==> src/rtl/bitram_pkg.sv <==
package bitram_pkg;
  // strobes issued by the control unit to the datapath each cycle
  typedef struct packed {
    logic storeBit;  // commit dataIn into the addressed cell
    logic fetchRow;  // copy the addressed row into the row buffer
  } ramStrobe_t;
endpackage

==> src/rtl/bitram_ctrl.sv <==
module bitram_ctrl
  import bitram_pkg::*;
(
  input  logic       clk,
  input  logic       rstN,
  input  logic       chipSelN,
  input  logic       writeEnN,
  output ramStrobe_t strobe,
  output logic       readValid
);
  logic selected;

  assign selected        = ~chipSelN;
  assign strobe.storeBit = selected & ~writeEnN;
  assign strobe.fetchRow = selected & writeEnN;

  // the output driver is enabled for the cycle after a fetch
  always_ff @(posedge clk or negedge rstN) begin
    if (!rstN) readValid <= 1'b0;
    else       readValid <= strobe.fetchRow;
  end
endmodule

==> src/rtl/bitram_array.sv <==
module bitram_array
  import bitram_pkg::*;
#(
  parameter int ROW_BITS = 3,
  parameter int COL_BITS = 3
) (
  input  logic                clk,
  input  logic                rstN,
  input  ramStrobe_t          strobe,
  input  logic [ROW_BITS-1:0] rowAddr,
  input  logic [COL_BITS-1:0] colAddr,
  input  logic                dataIn,
  output logic                dataOut
);
  localparam int ROWS = 1 << ROW_BITS;
  localparam int COLS = 1 << COL_BITS;

  logic [ROWS-1:0] rowHit;     // row decoder output, one-hot
  logic [COLS-1:0] colHit;     // column demultiplexer select, one-hot
  logic [COLS-1:0] rowBus [ROWS];
  logic [COLS-1:0] rowSel;
  logic [COLS-1:0] rowBuf;
  logic [COL_BITS-1:0] colReg;

  // row decoder
  for (genvar r = 0; r < ROWS; r++) begin : gRowDec
    assign rowHit[r] = (rowAddr == ROW_BITS'(r));
  end

  // column demultiplexer
  for (genvar c = 0; c < COLS; c++) begin : gColDec
    assign colHit[c] = (colAddr == COL_BITS'(c));
  end

  // storage rows: only the enabled row, only the steered column
  for (genvar r = 0; r < ROWS; r++) begin : gRow
    logic [COLS-1:0] rowQ;
    always_ff @(posedge clk or negedge rstN) begin
      if (!rstN)
        rowQ <= '0;
      else if (strobe.storeBit && rowHit[r])
        rowQ <= (rowQ & ~colHit) | (colHit & {COLS{dataIn}});
    end
    assign rowBus[r] = rowQ;
  end

  // whole-row read path into the row buffer
  assign rowSel = rowBus[rowAddr];

  always_ff @(posedge clk or negedge rstN) begin
    if (!rstN) begin
      rowBuf <= '0;
      colReg <= '0;
    end else if (strobe.fetchRow) begin
      rowBuf <= rowSel;
      colReg <= colAddr;
    end
  end

  // column multiplexer
  assign dataOut = rowBuf[colReg];
endmodule

==> src/rtl/bitram_rowcol.sv <==
module bitram_rowcol
  import bitram_pkg::*;
#(
  parameter int ROW_BITS = 3,
  parameter int COL_BITS = 3
) (
  input  logic                         clk,
  input  logic                         rstN,
  input  logic [ROW_BITS+COL_BITS-1:0] addr,
  input  logic                         chipSelN,
  input  logic                         writeEnN,
  input  logic                         dataIn,
  output logic                         dataOut,
  output logic                         dataOutEn
);
  ramStrobe_t strobe;

  bitram_ctrl u_ctrl (
    .clk       (clk),
    .rstN      (rstN),
    .chipSelN  (chipSelN),
    .writeEnN  (writeEnN),
    .strobe    (strobe),
    .readValid (dataOutEn)
  );

  bitram_array #(
    .ROW_BITS (ROW_BITS),
    .COL_BITS (COL_BITS)
  ) u_array (
    .clk     (clk),
    .rstN    (rstN),
    .strobe  (strobe),
    .rowAddr (addr[ROW_BITS+COL_BITS-1:COL_BITS]),
    .colAddr (addr[COL_BITS-1:0]),
    .dataIn  (dataIn),
    .dataOut (dataOut)
  );
endmodule

==> config.mk <==
export PLATFORM = sky130hd
export DESIGN_NAME = bitram_rowcol
export DESIGN_NICKNAME = d
export VERILOG_FILES = /design/src/rtl/bitram_pkg.sv /design/src/rtl/bitram_ctrl.sv /design/src/rtl/bitram_array.sv /design/src/rtl/bitram_rowcol.sv
export SDC_FILE = /design/constraint.sdc
export NUM_CORES = 1
export LEC_CHECK = 0
export ABC_AREA = 1
export ABC_CLOCK_PERIOD_IN_PS = 1110
export BUFFER_PORTS_ARGS = -buffer_cell sky130_fd_sc_hd__clkbuf_2
export CAP_MARGIN = 30
export CORE_MARGIN = 2
export CORE_UTILIZATION = 45
export CTS_CLUSTER_DIAMETER = 50
export DETAILED_ROUTE_END_ITERATION = 10
export MAX_ROUTING_LAYER = met4
export SLEW_MARGIN = 15
export SYNTH_ARGS = -nofsm -noshare
export SYNTH_HDL_FRONTEND = slang
export SYNTH_SLANG_ARGS = --single-unit
==> constraint.sdc <==
create_clock -name clk -period 1.11 [get_ports clk]
set_input_delay 0.111 -clock clk [delete_from_list [all_inputs] [get_ports clk]]
set_output_delay 0.111 -clock clk [all_outputs]
set_load 0.05 [all_outputs]
==> results.txt <==
Worst IR Drop VDD - 0.589 mV
commonest non-fill, non-tap cell in the layout - nand2_1
final hold vios - 0
Buf/Inv on CP - 1
Starting Density - 45.9%
Num CTS Buffers - 9
Die ar. - 9000 µm²
Slew Viols, Final - 0
CP max stage delay - 0.44 ns
Most common cell on crit path - o21ai_1
unrepaired setup endpoints after global routing - yes
Worst Hold Slack - 0.133 ns
syn nets - 521
violated checks - setup timing
Yosys top cell area share - 51.2%
Post-Route M1 WL - 4600 µm
sequential area share after synthesis - 51.2%
GP Congestion - 0.866
CTS clock-pin slew for the worst setup and hold paths - 0.07 ns
DPL Wire Length - 6740 µm
TritonCTS clock tree - yes
final period utilization - 134%
initial antenna violation count - 0
DRT antenna net count - 0
CP max-delay cell - dfrtp_2
top sig layer - met4
Core Area - 8090 µm²
CP max FO - 5
total area of sequential cells - 1900 µm²
worst hold path class - in -> reg
drt total wl - 9800 µm
die width - 94.9 µm
final setup fails - 1
Rel. slew slack - 71.2%
CTS Sinks - 76
Starting DRT DRC Count - 229
CP Capture Type - primary output
largest net degree at the start of global routing - 77
fmax - 673 MHz
FILL cells - 794
Core Rows - 33
pwr dens - 1370 nW/µm²
synth top area cells - dfrtp_1 (51%), nand2_1 (29%), o21ai_1 (7.5%)
Multi-input gate area - 1700 µm²
clk root buf - clkbuf_8
critical path, cell by cell - nor2_2 -> nor2_1 -> o21ai_1 -> o21ai_1 -> nand2_1 -> nand2_2 -> buf_8
Avg WL per Cell - 14.6 µm
met2 routed WL - 4550 µm
Nets - 575
# diodes - 0
via count - 3,412
worst skew pair latency - 0.35 ns
flop and latch count out of synthesis - 76
post-layout worst setup margin - -0.376 ns
DP Area - 4270 µm²
area grow syn2layout - 20.6%
DR WL met3 - 437 µm
first-pass GRT wire length - 16,500 µm
Post-CTS Setup Bufs - 0
Max Cap Viol - 0
Final Cell Area - 4480 µm²
CP Launch Type - flip-flop
Final min period - 1.49 ns
Die H - 94.9 µm
P_leak - 0.00215 µW
cells after synthesis - 510
Mapped Area - 3710 µm²
CP delay by family, top - flip-flops
Mapped Avg Cell Area - 7.28 µm²
Arr. time, crit path - 1.37 ns
Synth cell types - 16
Port Buffers - 12
number of H-tree branching levels - 3
Top Ports - 13
drt pass-1 iters - 6
grt total ovfl - 0
Clock Skew - 0.00458 ns
area leader, netlist - dfrtp_1
synth warn - 0
Worst-Margin Slew - 0.433 ns
# DRC - 0
vias in the first global route - 3,269
share of post-route cells with drive strength above 1 - 15.8%
kind of critical path - reg -> out
worst endpoint required time - 1.00 ns
most frequent cells in the layout - nand2_1 (283), dfrtp_1 (75), o21ai_1 (59)
clk buf depth - 2
result of the run - finished with violations
Total GRT Usage - 25.0%
vias per cell - 5.07
[worst min-delay path, cell delays in order]
cell and delay [ns]:
clkbuf_2 0.16, nand2_1 0.09, o21ai_0 0.09
[final cells by class]
class                      count  share of cell area, %
timing repair buffer          61                   11.6
multi-input combinational    405                   37.9
sequential                    76                   42.5
inverter                      11                  0.922
clock inverter                 1                  0.112
clock buffer                  14                   4.08
tap                          105                   2.93
[Yosys cell counts]
cell type and n:
clkbuf_1 13, o21ai_0 17, buf_2 3, nand2_1 284
inv_1 4, nor3_4 1, inv_2 5, buf_6 1
nor3_1 1, nand3_1 24, clkinv_1 2, o21ai_1 56
nor2_1 16, nor3_2 6, buf_1 1, dfrtp_1 76
[what timing repair did]
| item | 4_1_cts | 5_1_grt |
|---|---|---|
| hold buffers | 1 | 0 |
| hold endpoints to repair | 76 | 0 |
| cloned | 0 | 0 |
| endpoints found under the setup margin | 1 | 1 |
| gates resized for setup | 6 | 3 |
| pin swaps | 1 | 0 |
[metrics by stage]
stage                     setup TNS [ns]  setup WS [ns]  util (%)  power, µW  std cells
after global placement             -2.32        -0.0960      52.7       4090        657
after detailed placement           -4.47         -0.159      52.7       4110        657
after floorplan                        0        0.00873         -       3710        510
after global routing              -0.502         -0.502      55.3       6430        673
after CTS                         -0.427         -0.427      55.3       6160        673
final                             -0.376         -0.376      55.3       6110        673
[cell families (layout without fill, tap and decap cells)]
family	Yosys count	count (layout)	synth area share [%]
compound gates	73	73	9.83
simple gates	332	332	35.7
flops	76	76	51.2
buf+inv	29	87	3.23
[path summary, 6_finish.rpt]
path                              startpoint                end  slack, ns  cells after the start
min reg2reg                        flip-flop          flip-flop       0.49                      2
min in group asynchronous               rstN          async pin       0.29                      3
min                                  addr[2]  u_array.colReg[2]       0.13                      3
max                        u_array.colReg[0]            dataOut      -0.38                      7
max reg2reg                        flip-flop  u_array.rowBuf[4]       0.13                      6
max in group asynchronous               rstN  u_array.colReg[0]       0.43                      3
[power by group]
group / switching (µW) / leakage [µW] / internal [µW]
registers: 135 / 0.00103 / 3010
clock network: 978 / 0.0000986 / 1040
logic: 580 / 0.00103 / 373
[layer usage]
metal	vias up	GRT usage (%)
met5	-	-
li1	1728	-
met4	0	10.5
met1	1582	33.6
met2	85	38.6
met3	17	2.95
Note: power is estimated with default switching activity, not from simulation.
